[src/rtl/i2ct_pkg.sv]
package i2ct_pkg;

    localparam int BYTE_W = 8;
    localparam int IDX_W  = $clog2(BYTE_W);
    localparam int CNT_W  = $clog2(BYTE_W + 2);
    localparam logic [CNT_W-1:0] ACK_CNT = CNT_W'(BYTE_W);
    localparam logic [CNT_W-1:0] END_CNT = CNT_W'(BYTE_W + 1);

    typedef enum logic [1:0] {
        PH_IDLE = 2'd0,
        PH_ADDR = 2'd1,
        PH_RX   = 2'd2,
        PH_TX   = 2'd3
    } phase_t;

    typedef struct packed {
        logic scl_rise;
        logic scl_fall;
        logic start;
        logic stop;
        logic sda;
    } bus_ev_t;

    typedef struct packed {
        logic              done;
        logic              load;
        logic [BYTE_W-1:0] value;
    } byte_evt_t;

    // An all-zero address field is the general call: honoured only with enable set and write direction.
    function automatic logic addr_accept(input logic [BYTE_W-1:0] rx, input logic [BYTE_W-1:0] own);
        if (rx[BYTE_W-1:1] == '0)
            return own[0] && !rx[0];
        return rx[BYTE_W-1:1] == own[BYTE_W-1:1];
    endfunction

endpackage

[src/rtl/i2ct_bus_front.sv]
module i2ct_bus_front
    import i2ct_pkg::*;
#(
    parameter int SYNC_LEN = 2
) (
    input  logic    clk,
    input  logic    rst,
    input  logic    scl_pin,
    input  logic    sda_pin,
    output bus_ev_t ev
);

    localparam int LAST = SYNC_LEN - 1;

    // index 0 = SCL, index 1 = SDA
    logic [SYNC_LEN-1:0][1:0] stage;
    logic [1:0]               cur;
    logic [1:0]               prev;

    always_ff @(posedge clk) begin
        if (rst) begin
            stage <= '1;
            prev  <= 2'b11;
        end else begin
            stage[0] <= {sda_pin, scl_pin};
            for (int i = 1; i < SYNC_LEN; i++)
                stage[i] <= stage[i-1];
            prev <= cur;
        end
    end

    assign cur = stage[LAST];

    assign ev.scl_rise = cur[0] & ~prev[0];
    assign ev.scl_fall = ~cur[0] & prev[0];
    assign ev.start    = cur[0] & prev[0] & prev[1] & ~cur[1];
    assign ev.stop     = cur[0] & prev[0] & ~prev[1] & cur[1];
    assign ev.sda      = cur[1];

endmodule

[src/rtl/i2ct_byte_fsm.sv]
module i2ct_byte_fsm
    import i2ct_pkg::*;
(
    input  logic              clk,
    input  logic              rst,
    input  bus_ev_t           ev,
    input  logic              hold,
    input  logic [BYTE_W-1:0] own_adr,
    input  logic              release_tx,
    input  logic [BYTE_W-1:0] tx_byte,
    output byte_evt_t         bev,
    output logic              sda_drv,
    output logic              rw_dir
);

    phase_t            ph;
    logic [CNT_W-1:0]  bitcnt;
    logic [BYTE_W-1:0] sh;
    logic              nack;
    logic [BYTE_W-1:0] rx_full;

    assign rx_full = {sh[BYTE_W-2:0], ev.sda};

    always_ff @(posedge clk) begin
        if (rst) begin
            ph      <= PH_IDLE;
            bitcnt  <= '0;
            sh      <= '0;
            sda_drv <= 1'b0;
            rw_dir  <= 1'b0;
            nack    <= 1'b0;
            bev     <= '0;
        end else begin
            bev.done <= 1'b0;
            if (ev.start) begin
                ph      <= PH_ADDR;
                bitcnt  <= '0;
                sda_drv <= 1'b0;
            end else if (ev.stop) begin
                ph      <= PH_IDLE;
                bitcnt  <= '0;
                sda_drv <= 1'b0;
            end else if (release_tx) begin
                if (ph == PH_TX) begin
                    sh      <= tx_byte;
                    sda_drv <= ~tx_byte[BYTE_W-1];
                end
            end else if (!hold && ph != PH_IDLE) begin
                if (ev.scl_rise) begin
                    if (bitcnt < ACK_CNT) begin
                        bitcnt <= bitcnt + 1'b1;
                        if (ph != PH_TX)
                            sh <= rx_full;
                        if (ph == PH_ADDR && bitcnt == ACK_CNT - 1'b1) begin
                            if (addr_accept(rx_full, own_adr)) begin
                                rw_dir <= rx_full[0];
                            end else begin
                                ph     <= PH_IDLE;
                                bitcnt <= '0;
                            end
                        end
                    end else if (bitcnt == ACK_CNT) begin
                        bitcnt <= END_CNT;
                        nack   <= ev.sda;
                    end
                end else if (ev.scl_fall) begin
                    if (bitcnt == ACK_CNT) begin
                        sda_drv <= (ph != PH_TX);
                    end else if (bitcnt == END_CNT) begin
                        sda_drv <= 1'b0;
                        bitcnt  <= '0;
                        unique case (ph)
                            PH_ADDR: begin
                                ph        <= rw_dir ? PH_TX : PH_RX;
                                bev.done  <= 1'b1;
                                bev.load  <= 1'b1;
                                bev.value <= sh;
                            end
                            PH_RX: begin
                                bev.done  <= 1'b1;
                                bev.load  <= 1'b1;
                                bev.value <= sh;
                            end
                            PH_TX: begin
                                if (nack) begin
                                    ph <= PH_IDLE;
                                end else begin
                                    bev.done <= 1'b1;
                                    bev.load <= 1'b0;
                                end
                            end
                            default: ph <= PH_IDLE;
                        endcase
                    end else if (ph == PH_TX && bitcnt != '0) begin
                        sda_drv <= ~sh[IDX_W'(BYTE_W-1) - bitcnt[IDX_W-1:0]];
                    end
                end
            end
        end
    end

    // a START always restarts the address phase from bit zero with SDA released
    p_start_restarts_r10: assert property (@(posedge clk) disable iff (rst)
        ev.start |=> (ph == PH_ADDR && bitcnt == '0 && !sda_drv));

    // in a receive phase the acknowledge begins only in the ninth clock slot
    p_ack_slot_r4: assert property (@(posedge clk) disable iff (rst)
        ($rose(sda_drv) && ph != PH_TX) |-> bitcnt == ACK_CNT);

    // nothing is driven while the block ignores the bus
    p_quiet_idle_r5: assert property (@(posedge clk) disable iff (rst)
        ph == PH_IDLE |-> !sda_drv);

    // the bit counter never leaves the nine-slot frame
    p_cnt_range_r2: assert property (@(posedge clk) disable iff (rst)
        bitcnt <= END_CNT);

endmodule

[src/rtl/i2ct_host_regs.sv]
module i2ct_host_regs
    import i2ct_pkg::*;
(
    input  logic              clk,
    input  logic              rst,
    input  logic              wr_dat,
    input  logic              wr_adr,
    input  logic [BYTE_W-1:0] wdata,
    input  logic              clr_flag,
    input  byte_evt_t         bev,
    output logic [BYTE_W-1:0] dat_q,
    output logic [BYTE_W-1:0] adr_q,
    output logic              flag,
    output logic              release_tx,
    output logic [BYTE_W-1:0] tx_byte
);

    logic host_write_ok;

    assign host_write_ok = wr_dat & flag;
    assign release_tx    = clr_flag & flag;
    // a write in the same cycle as the clear is the byte that goes out
    assign tx_byte       = host_write_ok ? wdata : dat_q;

    always_ff @(posedge clk) begin
        if (rst) begin
            dat_q <= '0;
            adr_q <= '0;
            flag  <= 1'b0;
        end else begin
            if (wr_adr)
                adr_q <= wdata;
            if (bev.done) begin
                flag <= 1'b1;
                if (bev.load)
                    dat_q <= bev.value;
            end else begin
                if (host_write_ok)
                    dat_q <= wdata;
                if (clr_flag)
                    flag <= 1'b0;
            end
        end
    end

    // with the flag up only the host may alter the data register
    p_dat_frozen_r9: assert property (@(posedge clk) disable iff (rst)
        (flag && !wr_dat) |=> $stable(dat_q));

    // host writes with the flag down leave the data register alone
    p_dat_gated_r8: assert property (@(posedge clk) disable iff (rst)
        (!flag && !bev.done) |=> $stable(dat_q));

    // the flag drops only on the clear strobe
    p_flag_clear_r7: assert property (@(posedge clk) disable iff (rst)
        $fell(flag) |-> $past(clr_flag));

    // the engine never completes a byte while the host still owns the last one
    p_no_overrun_r7: assert property (@(posedge clk) disable iff (rst)
        bev.done |-> !flag);

endmodule

[src/rtl/i2ct_target.sv]
module i2ct_target
    import i2ct_pkg::*;
#(
    parameter int SYNC_LEN = 2
) (
    input  logic       clk,
    input  logic       rst,
    input  logic       scl_i,
    input  logic       sda_i,
    output logic       sda_oe,
    output logic       scl_hold,
    input  logic       wr_dat,
    input  logic       wr_adr,
    input  logic [7:0] wdata,
    input  logic       clr_flag,
    output logic [7:0] dat_q,
    output logic [7:0] adr_q,
    output logic       flag,
    output logic       rw_dir
);

    bus_ev_t           ev;
    byte_evt_t         bev;
    logic              release_tx;
    logic [BYTE_W-1:0] tx_byte;

    i2ct_bus_front #(.SYNC_LEN(SYNC_LEN)) u_front (
        .clk     (clk),
        .rst     (rst),
        .scl_pin (scl_i),
        .sda_pin (sda_i),
        .ev      (ev)
    );

    i2ct_byte_fsm u_fsm (
        .clk        (clk),
        .rst        (rst),
        .ev         (ev),
        .hold       (flag),
        .own_adr    (adr_q),
        .release_tx (release_tx),
        .tx_byte    (tx_byte),
        .bev        (bev),
        .sda_drv    (sda_oe),
        .rw_dir     (rw_dir)
    );

    i2ct_host_regs u_regs (
        .clk        (clk),
        .rst        (rst),
        .wr_dat     (wr_dat),
        .wr_adr     (wr_adr),
        .wdata      (wdata),
        .clr_flag   (clr_flag),
        .bev        (bev),
        .dat_q      (dat_q),
        .adr_q      (adr_q),
        .flag       (flag),
        .release_tx (release_tx),
        .tx_byte    (tx_byte)
    );

    assign scl_hold = flag;

endmodule

[config.mk]
export PLATFORM = sky130hd
export DESIGN_NAME = i2ct_target
export DESIGN_NICKNAME = d
export VERILOG_FILES = /design/src/rtl/i2ct_pkg.sv /design/src/rtl/i2ct_bus_front.sv /design/src/rtl/i2ct_byte_fsm.sv /design/src/rtl/i2ct_host_regs.sv /design/src/rtl/i2ct_target.sv
export SDC_FILE = /design/constraint.sdc
export NUM_CORES = 1
export LEC_CHECK = 0
export ABC_AREA = 0
export BUFFER_PORTS_ARGS = -buffer_cell sky130_fd_sc_hd__buf_2
export CORE_UTILIZATION = 46
export CTS_BUF_LIST = sky130_fd_sc_hd__clkbuf_8
export CTS_CLUSTER_DIAMETER = 150
export CTS_CLUSTER_SIZE = 25
export DETAILED_ROUTE_END_ITERATION = 6
export PLACE_DENSITY = 0.72
export SKIP_LAST_GASP = 1
export SYNTH_ARGS = -nofsm -noshare
export SYNTH_HDL_FRONTEND = slang
export SYNTH_HIERARCHICAL = 1
export SYNTH_SLANG_ARGS = --single-unit
export TNS_END_PERCENT = 10
[constraint.sdc]
create_clock -name clk -period 5.8 [get_ports clk]
set_input_delay 0.87 -clock clk [delete_from_list [all_inputs] [get_ports clk]]
set_output_delay 0.87 -clock clk [all_outputs]
set_load 0.01 [all_outputs]
==> results.py, run 1 <==
metrics = {
    "placement": {
        "gp_congestion": 0.833,
        "dpl_cell_area_sq_mm": 0.00293,
        "portBuffers": 34,
        "dp_cells": 371,
        "dp_hpwl_um": 4240,
    },
    "global_route": {
        "grt_pass1_wl_um": 9480,
        "grt_max_degree": 45,
        "grt_busiest_layer": "met2",
        "grtUsageMet2": 0.289,
        "grt_pass1_vias": 1872,
        "use_met1": 0.287,
        "track_usage": 0.196,
        "grt.overflow.total": 0,
        "antenna_found_initial": 0,
        "grt_use_met3": 0.0400,
    },
    "detailed_routing": {
        "route.detailed.drc": 0,
        "wl_per_cell_um": 15.4,
        "antenna_left": 0,
        "vias_per_cell": 5.58,
        "wl_um": 5830,
        "vias": 2114,
        "drt_iter0_drc": 189,
        "drtPass1Iterations": 5,
    },
    "synthesis": {
        "syn_nets": 306,
        "synth_top_cell_by_area": "dfxtp_1",
        "ys_seq_area_frac": 0.360,
        "syn_area_sq_mm": 0.00278,
        "yosysMostFrequentCell": "dfxtp_1",
        "synth_top_area_frac": 0.360,
        "synthTopCellsByCount": "dfxtp_1, mux2i_1, nor2_1",
        "ys_async_sr_fraction": 0,
        "synth-edff-count": 0,
        "ys_warn_count": 6,
        "synthFlopType": "dfxtp_1",
        "synthDistinctLibCells": 65,
        "synth.avg_cell_area_sq_um": 9.78,
        "synth_seq_cells": 50,
        "synthesis.instances": 284,
        "synth_top_cells_by_area": "dfxtp_1, mux2i_1, nor2_1",
    },
    "floorplanning": {
        "start_util": 0.490,
        "dieArea_sq_mm": 0.00636,
        "dieHeight_um": 79.7,
        "design.core.area_sq_mm": 0.00568,
        "die_w_um": 79.7,
        "ios": 35,
        "num_rows": 27,
    },
    "pwr": {
        "comb_power_share": 0.076,
        "p_total_uw": 619,
        "power_leakage_nw": 1.31,
        "p_sw_frac": 0.246,
        "p_clk_frac": 0.352,
        "seqPwrFrac": 0.572,
        "ir_drop_mv": 0.123,
        "intPower_uw": 467,
        "p_switching_uw": 152,
        "powerDensity_mw_per_mm2": 205,
    },
    "critical_path": {
        "endpoint_kind": "register",
        "slowest_delay_ns": 1.01,
        "slowest_stage": "nor3_1",
        "start_kind": "primary input",
        "required_ns": 6.01,
        "worstPathMaxFanout": 16,
        "critPathTopFamily": "simple AND/OR/NAND/NOR gates",
        "path_class": "in2reg",
        "path_cells": "buf_2 -> and2_2 -> nor3_1 -> nand3b_1 -> a21boi_2 -> nor2_1 -> a211oi_1",
        "arrival_ns": 3.44,
        "critPathBufInv": 1,
    },
    "cells_and_area": {
        "final_nets": 328,
        "fin_cells": 379,
        "design_area_sq_mm": 0.00302,
        "drive_gt1_frac": 0.221,
        "antenna_cells": 0,
        "syn_to_final_growth_pct": 8.82,
    },
    "timing": {
        "hold_viol_final": 0,
        "skew_ns": 0.00880,
        "fin_crit_ns": 3.23,
        "post-route-period-util": 0.557,
        "maxSlewViolCount": 0,
        "setup_viol": 0,
        "whs_ns": 0.411,
        "fin_tns_setup_ns": 0,
        "maxSlewHeadroom": 0.175,
        "rsz0062_at_grt": "no",
        "max_freq_ghz": 0.310,
        "worst_pin_slew_ns": 1.23,
    },
    "clocking": {
        "clkLatencyLatePin_ns": 0.30,
        "cts_resized": 0,
        "clk_pin_slew_worst_paths_ns": 0.10,
        "post-cts-setup-buffers": 0,
        "cts_hold_buf": 0,
        "htreeDepth": 2,
        "cts_root_buffer": "clkbuf_8",
        "clk_path_buf_depth": 2,
        "cts_num_sinks": 50,
        "cts_tree": "built",
        "cts_buffers": 5,
    },
    "outcome": {
        "status": "completed",
    },
    "worst_hold_path": {
        "hold_path.class": "reg2reg",
    },
    "run": {
        "drv_cap": 0,
    },
}
-- stage by stage --
| step | utilization | setup slack (ns) |
|---|---|---|
| detailed placement | 0.515 | 2.29 |
| global route | 0.533 | 2.32 |
| floorplan | - | 3.54 |
| global placement | 0.515 | 2.44 |
| CTS | 0.533 | 2.61 |
| finish | 0.533 | 2.57 |
-- worst register-to-register path, delay by kind of cell, from the launching register on --
| kind | cells | cell delay [ns] |
|---|---|---|
| compound gates | 2 | 0.87 |
| flops | 1 | 0.38 |
| simple gates | 4 | 1.63 |
-- flip-flops by register name, summed over array words and instances, names as in the netlist --
register       flops
u_fsm/sda_drv      1
u_regs/flag        1
u_fsm/nack         1
u_regs/adr_q       8
u_front/prev       2
u_fsm/bitcnt       4
u_fsm/sh           8
u_fsm/rw_dir       1
u_front/stage      2
u_fsm/ph           2
u_regs/dat_q       8
u_front/cur        2
u_fsm/bev         10
-- worst paths after layout --
kind	start	to	depth (start not counted)	slack, ns
max reg2reg	u_regs/flag$_SDFFE_PP0P_	u_fsm/sh[5]$_SDFFE_PP0P_	6	2.84
min	u_front/stage[0]$_SDFF_PP1_	u_front/cur[0]$_SDFF_PP1_	1	0.41
min reg2reg	u_front/stage[0]$_SDFF_PP1_	u_front/cur[0]$_SDFF_PP1_	1	0.41
max	clr_flag	u_fsm/sh[5]$_SDFFE_PP0P_	7	2.57
-- cell families after synthesis --
logic type	synth area share
AO/OA/AOI/OAI	0.159
XOR/XNOR	0.0221
multiplexers	0.177
adder cells (fa/ha/maj)	0.0315
buffers and inverters	0.0518
AND/OR/NAND/NOR	0.198
flip-flops	0.360
-- per-layer routing --
layer / routed length [um] / up-vias
met4: 15 / 0
li1: - / 1066
met2: 2650 / 47
met5: 0 / -
met3: 261 / 2
met1: 2910 / 999
-- placed cells by master (no fill, tap or decap), types with 2 or more instances in the layout --
| master | n |
|---|---|
| and4b_1 | 2 |
| or2_1 | 6 |
| mux2i_1 | 35 |
| nand4_1 | 2 |
| o21bai_1 | 2 |
| dfxtp_1 | 50 |
| o21ai_1 | 2 |
| o211ai_1 | 3 |
| nor2b_1 | 7 |
| mux2_4 | 8 |
| nor3_1 | 3 |
| a31oi_1 | 3 |
| a211oi_2 | 3 |
| nand3_1 | 5 |
| nand3b_1 | 2 |
| o31a_1 | 2 |
| buf_2 | 34 |
| xor2_1 | 7 |
| nor2_1 | 35 |
| a211oi_1 | 5 |
| nor4_1 | 2 |
| inv_1 | 8 |
| ha_1 | 7 |
| a21oi_1 | 14 |
| nand2_1 | 8 |
| o21a_1 | 8 |
| clkbuf_8 | 6 |
-- final cells by class --
type / count / area [sq um]
clock buffer: 6 / 82.6
clock inverter: 2 / 16.3
multi-input combinational: 207 / 1630
fill: 511 / 2650
timing repair buffer: 34 / 170
sequential: 50 / 1000
inverter: 8 / 30.0
tap: 72 / 90.1
-- power by group through the flow --
stage / clock network (mW) / registers, mW / logic, mW
2_1_floorplan: 0 / 0.363 / 0.0315
3_3_place_gp: 0 / 0.362 / 0.0461
3_5_place_dp: 0 / 0.362 / 0.0470
4_1_cts: 0.223 / 0.354 / 0.0472
5_1_grt: 0.239 / 0.355 / 0.0520
6_report: 0.218 / 0.354 / 0.0470
No activity file was read; power rests on OpenSTA's default activity.
==> inputs of run 2 (changes only) <==
--- a/config.mk
+++ b/config.mk
@@ -12,7 +12,7 @@
 export CTS_CLUSTER_DIAMETER = 150
 export CTS_CLUSTER_SIZE = 25
 export DETAILED_ROUTE_END_ITERATION = 6
-export PLACE_DENSITY = 0.72
+export PLACE_DENSITY = 0.74
 export SKIP_LAST_GASP = 1
 export SYNTH_ARGS = -nofsm -noshare
 export SYNTH_HDL_FRONTEND = slang
==> constraint.sdc (replaced) <==
create_clock -name clk -period 2.9 [get_ports clk]
set_input_delay 0.435 -clock clk [delete_from_list [all_inputs] [get_ports clk]]
set_output_delay 0.435 -clock clk [all_outputs]
set_load 0.01 [all_outputs]
==> run 2 against run 1 <==
Compared with the run above:
- via count grew 1.2%
- non-clock buffer count is 3 higher
- clock skew shrank 0.0014 ns
- flip-flop and latch count did not move
- core utilization up 0.79 points
- total power increased by 110%
- critical path depth is 1 lower
- clock-buffer cell count stayed put
- cell area up 1.5%
- critical path type is now reg2reg
==> results.py, run 2 (synthesized netlist as in run 1, its figures left out) <==
metrics = {
    "detailed_routing": {
        "wl_met3_um": 348,
        "highest_layer": "met4",
        "antenna_left": 0,
        "wl_met1_um": 2760,
        "drt_iter0_drc": 192,
        "route.detailed.drc": 0,
        "wl_per_cell_um": 15.6,
        "vias_per_cell": 5.60,
        "wl_um": 5960,
        "drtPass1Iterations": 4,
        "vias": 2140,
        "met2_length_um": 2780,
    },
    "global_route": {
        "grt_max_degree": 45,
        "grt_pass1_wl_um": 9620,
        "antenna_found_initial": 0,
        "grt.overflow.total": 0,
        "track_usage": 0.201,
        "grt_pass1_vias": 1916,
    },
    "timing": {
        "maxSlewHeadroom": 0.468,
        "maxSlewViolCount": 0,
        "rsz0062_at_grt": "no",
        "post-route-period-util": 0.754,
        "skew_ns": 0.00741,
        "setup_viol": 0,
        "hold_viol_final": 0,
        "fin_tns_setup_ns": 0,
        "max_freq_ghz": 0.457,
        "worst_pin_slew_ns": 0.798,
        "fin_crit_ns": 2.19,
    },
    "cells_and_area": {
        "regMostFlops": "u_fsm/bev",
        "final_nets": 331,
        "drive_gt1_frac": 0.229,
        "fin_cells": 382,
        "fin_util": 0.541,
        "fillers": 544,
        "final_cell_mix": "dfxtp_1, nor2_1, mux2i_1, buf_2, a21oi_1",
        "antenna_cells": 0,
        "largest_reg_flops": 10,
        "syn_to_final_growth_pct": 10.4,
        "final_common_cell": "dfxtp_1",
    },
    "floorplanning": {
        "start_util": 0.490,
        "num_rows": 27,
        "dieHeight_um": 79.7,
        "ios": 35,
        "die_w_um": 79.7,
        "design.core.area_sq_mm": 0.00568,
        "dieArea_sq_mm": 0.00636,
    },
    "critical_path": {
        "r2r_setup_slack_ns": 0.71,
        "required_ns": 3.11,
        "worstPathMaxFanout": 16,
        "start_kind": "register",
        "arrival_ns": 2.40,
        "path_class": "reg2reg",
        "r2r_start": "u_regs/flag$_SDFFE_PP0P_",
        "reg2reg_to": "u_fsm/sh[7]$_SDFFE_PP0P_",
        "rr_worst_depth": 6,
        "endpoint_kind": "register",
    },
    "clocking": {
        "clk_path_buf_depth": 2,
        "clkLatencyLatePin_ns": 0.31,
        "cts_resized": 0,
        "cts_tree": "built",
        "cts_root_buffer": "clkbuf_8",
        "cts_buffers": 5,
        "post-cts-setup-buffers": 0,
        "cts_hold_buf": 0,
        "htreeDepth": 2,
        "clk_pin_slew_worst_paths_ns": 0.09,
        "cts_num_sinks": 50,
    },
    "placement": {
        "dp_hpwl_um": 4230,
        "gp_congestion": 0.816,
        "dp_cells": 374,
        "portBuffers": 34,
    },
    "worst_hold_path": {
        "whs_path_depth": 2,
        "min-delay-start": "sda_i",
        "hold_path.class": "in2reg",
        "hold_end": "u_front/stage[1]$_SDFF_PP1_",
    },
    "pwr": {
        "ir_drop_mv": 0.203,
        "power_leakage_nw": 1.34,
        "powerDensity_mw_per_mm2": 433,
        "p_total_mw": 1.33,
    },
    "run": {
        "drv_cap": 0,
    },
    "outcome": {
        "status": "completed",
    },
}
==> run 2: worst max-delay path by stage <==
stage | from | to | slack (ns) | cells past startpoint
final | u_regs/flag$_SDFFE_PP0P_ | u_fsm/sh[7]$_SDFFE_PP0P_ | 0.71 | 6
after global routing | u_regs/flag$_SDFFE_PP0P_ | u_fsm/sh[0]$_SDFFE_PP0P_ | 0.50 | 6
after CTS | u_regs/flag$_SDFFE_PP0P_ | u_fsm/sh[7]$_SDFFE_PP0P_ | 0.73 | 6
after detailed placement | clr_flag | u_fsm/sh[7]$_SDFFE_PP0P_ | 0.61 | 7
after global placement | clr_flag | u_fsm/bev[3]$_SDFFE_PP0P_ | 0.67 | 7
after floorplan | clr_flag | u_fsm/bev[0]$_SDFFE_PP0P_ | 1.07 | 6
==> run 2: report_power, final <==
group | switching, mW | leakage, nW | internal, mW | total [mW]
registers | 0.0109 | 0.406 | 0.698 | 0.709
logic | 0.0563 | 0.868 | 0.0413 | 0.0977
clock network | 0.237 | 0.0618 | 0.284 | 0.521
total | 0.305 | 1.34 | 1.02 | 1.33
==> run 2: layout make-up <==
class / count / area, sq um / share of cell area
Multi-Input combinational cell: 207 / 1630 / 0.532
Sequential cell: 50 / 1000 / 0.326
Timing Repair Buffer: 37 / 193 / 0.0628
Tap cell: 72 / 90.1 / 0.0294
Clock buffer: 6 / 82.6 / 0.0269
Clock inverter: 2 / 38.8 / 0.0126
Inverter: 8 / 30.0 / 0.00978
==> run 2: layer usage <==
metal / track usage / up-vias
met5: 0 / -
met4: 0.0655 / 0
met3: 0.0309 / 6
met2: 0.316 / 60
met1: 0.279 / 1000
li1: - / 1074
==> run 2: worst max-delay path: stages, from the launching register on <==
cell and delay, ns:
dfxtp_1 0.40, and2_2 0.32, nor3_1 0.34, nand3b_1 0.14, a21boi_2 0.55, nor2_1 0.09, a311oi_1 0.25
==> run 2: metrics by stage <==
step	setup slack, ns	cell area [sq um]	hold slack, ns
after CTS	0.733	3070	0.293
final	0.712	3070	0.298
after floorplan	1.07	2780	0.383
after global routing	0.502	3070	0.295
after detailed placement	0.607	2950	0.394
after global placement	0.671	2950	0.385
==> inputs of run 3 (changes only) <==
--- a/config.mk
+++ b/config.mk
@@ -12,7 +12,7 @@
 export CTS_CLUSTER_DIAMETER = 150
 export CTS_CLUSTER_SIZE = 25
 export DETAILED_ROUTE_END_ITERATION = 6
-export PLACE_DENSITY = 0.74
+export PLACE_DENSITY = 0.72
 export SKIP_LAST_GASP = 1
 export SYNTH_ARGS = -nofsm -noshare
 export SYNTH_HDL_FRONTEND = slang
==> constraint.sdc (replaced) <==
create_clock -name clk -period 2.2 [get_ports clk]
set_input_delay 0.33 -clock clk [delete_from_list [all_inputs] [get_ports clk]]
set_output_delay 0.33 -clock clk [all_outputs]
set_load 0.01 [all_outputs]
==> run 3 against run 2 <==
Compared with the run above:
- die area unchanged
- clock-buffer cell count unchanged
- fmax up 6.6%
- total power up 32%
- sequential power up 32%
- core utilization up 0.62 points
- sequential share of layout area down 0.37 points
- largest cell class unchanged
- register-to-register slack worse by 0.56 ns
- critical path depth unchanged
- non-clock buffer count up 3
- cell area up 1.1%
- global-route usage down 0.53 points
==> results.py, run 3 (synthesized netlist as in run 1, its figures left out) <==
metrics = {
    "detailed_routing": {
        "vias_per_cell": 5.58,
        "wl_um": 5890,
        "drtPass1Iterations": 4,
        "route.detailed.drc": 0,
        "drt_iter0_drc": 127,
        "wl_per_cell_um": 15.3,
        "antenna_left": 0,
        "vias": 2148,
    },
    "timing": {
        "maxSlewHeadroom": 0.610,
        "setup_viol": 0,
        "whs_ns": 0.195,
        "post-route-period-util": 0.933,
        "fin_crit_ns": 2.05,
        "maxSlewViolCount": 0,
        "fin_tns_setup_ns": 0,
        "skew_ns": 0.00846,
        "worst_pin_slew_ns": 0.584,
        "max_freq_ghz": 0.487,
        "hold_viol_final": 0,
        "rsz0062_at_grt": "no",
    },
    "critical_path": {
        "rr_worst_depth": 6,
        "path_class": "reg2reg",
        "worstPathMaxFanout": 12,
        "r2r_start": "u_fsm/bitcnt[0]$_SDFFE_PP0P_",
        "slowest_stage": "dfxtp_1",
        "endpoint_kind": "register",
        "required_ns": 2.43,
        "path_cells": "ha_1 -> nand4b_4 -> a41o_1 -> a31o_1 -> o2111a_1 -> a211oi_2",
        "r2r_setup_slack_ns": 0.15,
        "slowest_delay_ns": 0.58,
        "reg2reg_to": "u_fsm/ph[0]$_SDFFE_PP0P_",
        "arrival_ns": 2.28,
        "start_kind": "register",
    },
    "clocking": {
        "cts_num_sinks": 50,
        "clk_path_buf_depth": 2,
        "cts_resized": 0,
        "cts_tree": "built",
        "clkLatencyLatePin_ns": 0.30,
        "post-cts-setup-buffers": 0,
        "htreeDepth": 2,
        "cts_hold_buf": 0,
        "clk_pin_slew_worst_paths_ns": 0.09,
        "cts_root_buffer": "clkbuf_8",
        "cts_buffers": 5,
    },
    "pwr": {
        "powerDensity_mw_per_mm2": 567,
        "power_leakage_nw": 1.35,
        "ir_drop_mv": 0.353,
    },
    "cells_and_area": {
        "regMostFlops": "u_fsm/bev",
        "final_cell_mix": "dfxtp_1, nor2_1, mux2i_1, buf_2, a21oi_1",
        "antenna_cells": 0,
        "final_nets": 334,
        "largest_reg_flops": 10,
        "drive_gt1_frac": 0.236,
        "syn_to_final_growth_pct": 11.7,
        "final_common_cell": "dfxtp_1",
    },
    "run": {
        "drv_cap": 0,
    },
    "worst_hold_path": {
        "whs_path_depth": 2,
        "hold_end": "u_front/stage[1]$_SDFF_PP1_",
        "hold_path.class": "in2reg",
        "min-delay-start": "sda_i",
    },
    "floorplanning": {
        "num_rows": 27,
        "dieHeight_um": 79.7,
        "design.core.area_sq_mm": 0.00568,
        "ios": 35,
        "start_util": 0.490,
        "dieArea_sq_mm": 0.00636,
        "die_w_um": 79.7,
    },
    "placement": {
        "dp_hpwl_um": 4240,
        "gp_congestion": 0.878,
        "portBuffers": 34,
    },
    "global_route": {
        "antenna_found_initial": 0,
        "grt_pass1_vias": 1952,
        "grt_pass1_wl_um": 9580,
        "grt.overflow.total": 0,
        "track_usage": 0.196,
        "grt_max_degree": 44,
    },
    "outcome": {
        "status": "completed",
    },
}
-- run 3: cell count changes in the layout (fill, tap and decap cells not counted) --
cell / delta
buf_4: +2
buf_12: +1
-- run 3: how the worst max path moves through the flow --
stage,endpoint,depth (start not counted),slack (ns),start
final,u_fsm/ph[0]$_SDFFE_PP0P_,6,0.15,u_fsm/bitcnt[0]$_SDFFE_PP0P_
after global routing,u_fsm/ph[0]$_SDFFE_PP0P_,6,0.01,u_fsm/bitcnt[0]$_SDFFE_PP0P_
after CTS,u_fsm/ph[0]$_SDFFE_PP0P_,6,0.15,u_fsm/bitcnt[0]$_SDFFE_PP0P_
after detailed placement,u_fsm/ph[0]$_SDFFE_PP0P_,6,0.18,u_fsm/bitcnt[0]$_SDFFE_PP0P_
after global placement,u_fsm/ph[0]$_SDFFE_PP0P_,6,0.19,u_fsm/bitcnt[0]$_SDFFE_PP0P_
after floorplan,u_fsm/bev[0]$_SDFFE_PP0P_,7,0.39,u_fsm/ph[1]$_SDFFE_PP0P_
-- run 3: power by group --
group          internal (mW)  switching [mW]  total (mW)
registers              0.920          0.0135       0.933
clock network          0.375           0.321       0.695
logic                 0.0546          0.0756       0.130
-- run 3: critical path, delay by kind of cell (launching register included) --
kind	cells	cell delay (ns)
simple gates	1	0.14
flops	1	0.58
fa+ha+maj	1	0.32
compound gates	4	0.95
-- run 3: stage by stage --
stage / setup WS, ns / area [sq um] / power [mW] / util / instances
3_3_place_gp: 0.190 / 2980 / 1.08 / 0.526 / 377
6_report: 0.147 / 3100 / 1.76 / 0.547 / 385
2_1_floorplan: 0.393 / 2780 / 1.04 / - / 284
3_5_place_dp: 0.184 / 2980 / 1.08 / 0.526 / 377
4_1_cts: 0.155 / 3100 / 1.78 / 0.547 / 385
5_1_grt: 0.0104 / 3100 / 1.83 / 0.547 / 385
-- run 3: metal layers --
metal / part of all wire / routed length (um) / track usage / up-vias
met4: 0.011 / 65 / 0.0582 / 0
met5: 0 / 0 / 0 / -
met2: 0.45 / 2650 / 0.304 / 32
met3: 0.031 / 182 / 0.0309 / 6
li1: - / - / - / 1079
met1: 0.51 / 2990 / 0.277 / 1031
-- run 3: cell type report --
| type | instances | area (sq um) |
|---|---|---|
| Sequential cell | 50 | 1000 |
| Clock inverter | 2 | 38.8 |
| Tap cell | 72 | 90.1 |
| Fill cell | 526 | 2570 |
| Inverter | 8 | 30.0 |
| Timing Repair Buffer | 40 | 228 |
| Multi-Input combinational cell | 207 | 1630 |
| Clock buffer | 6 | 82.6 |
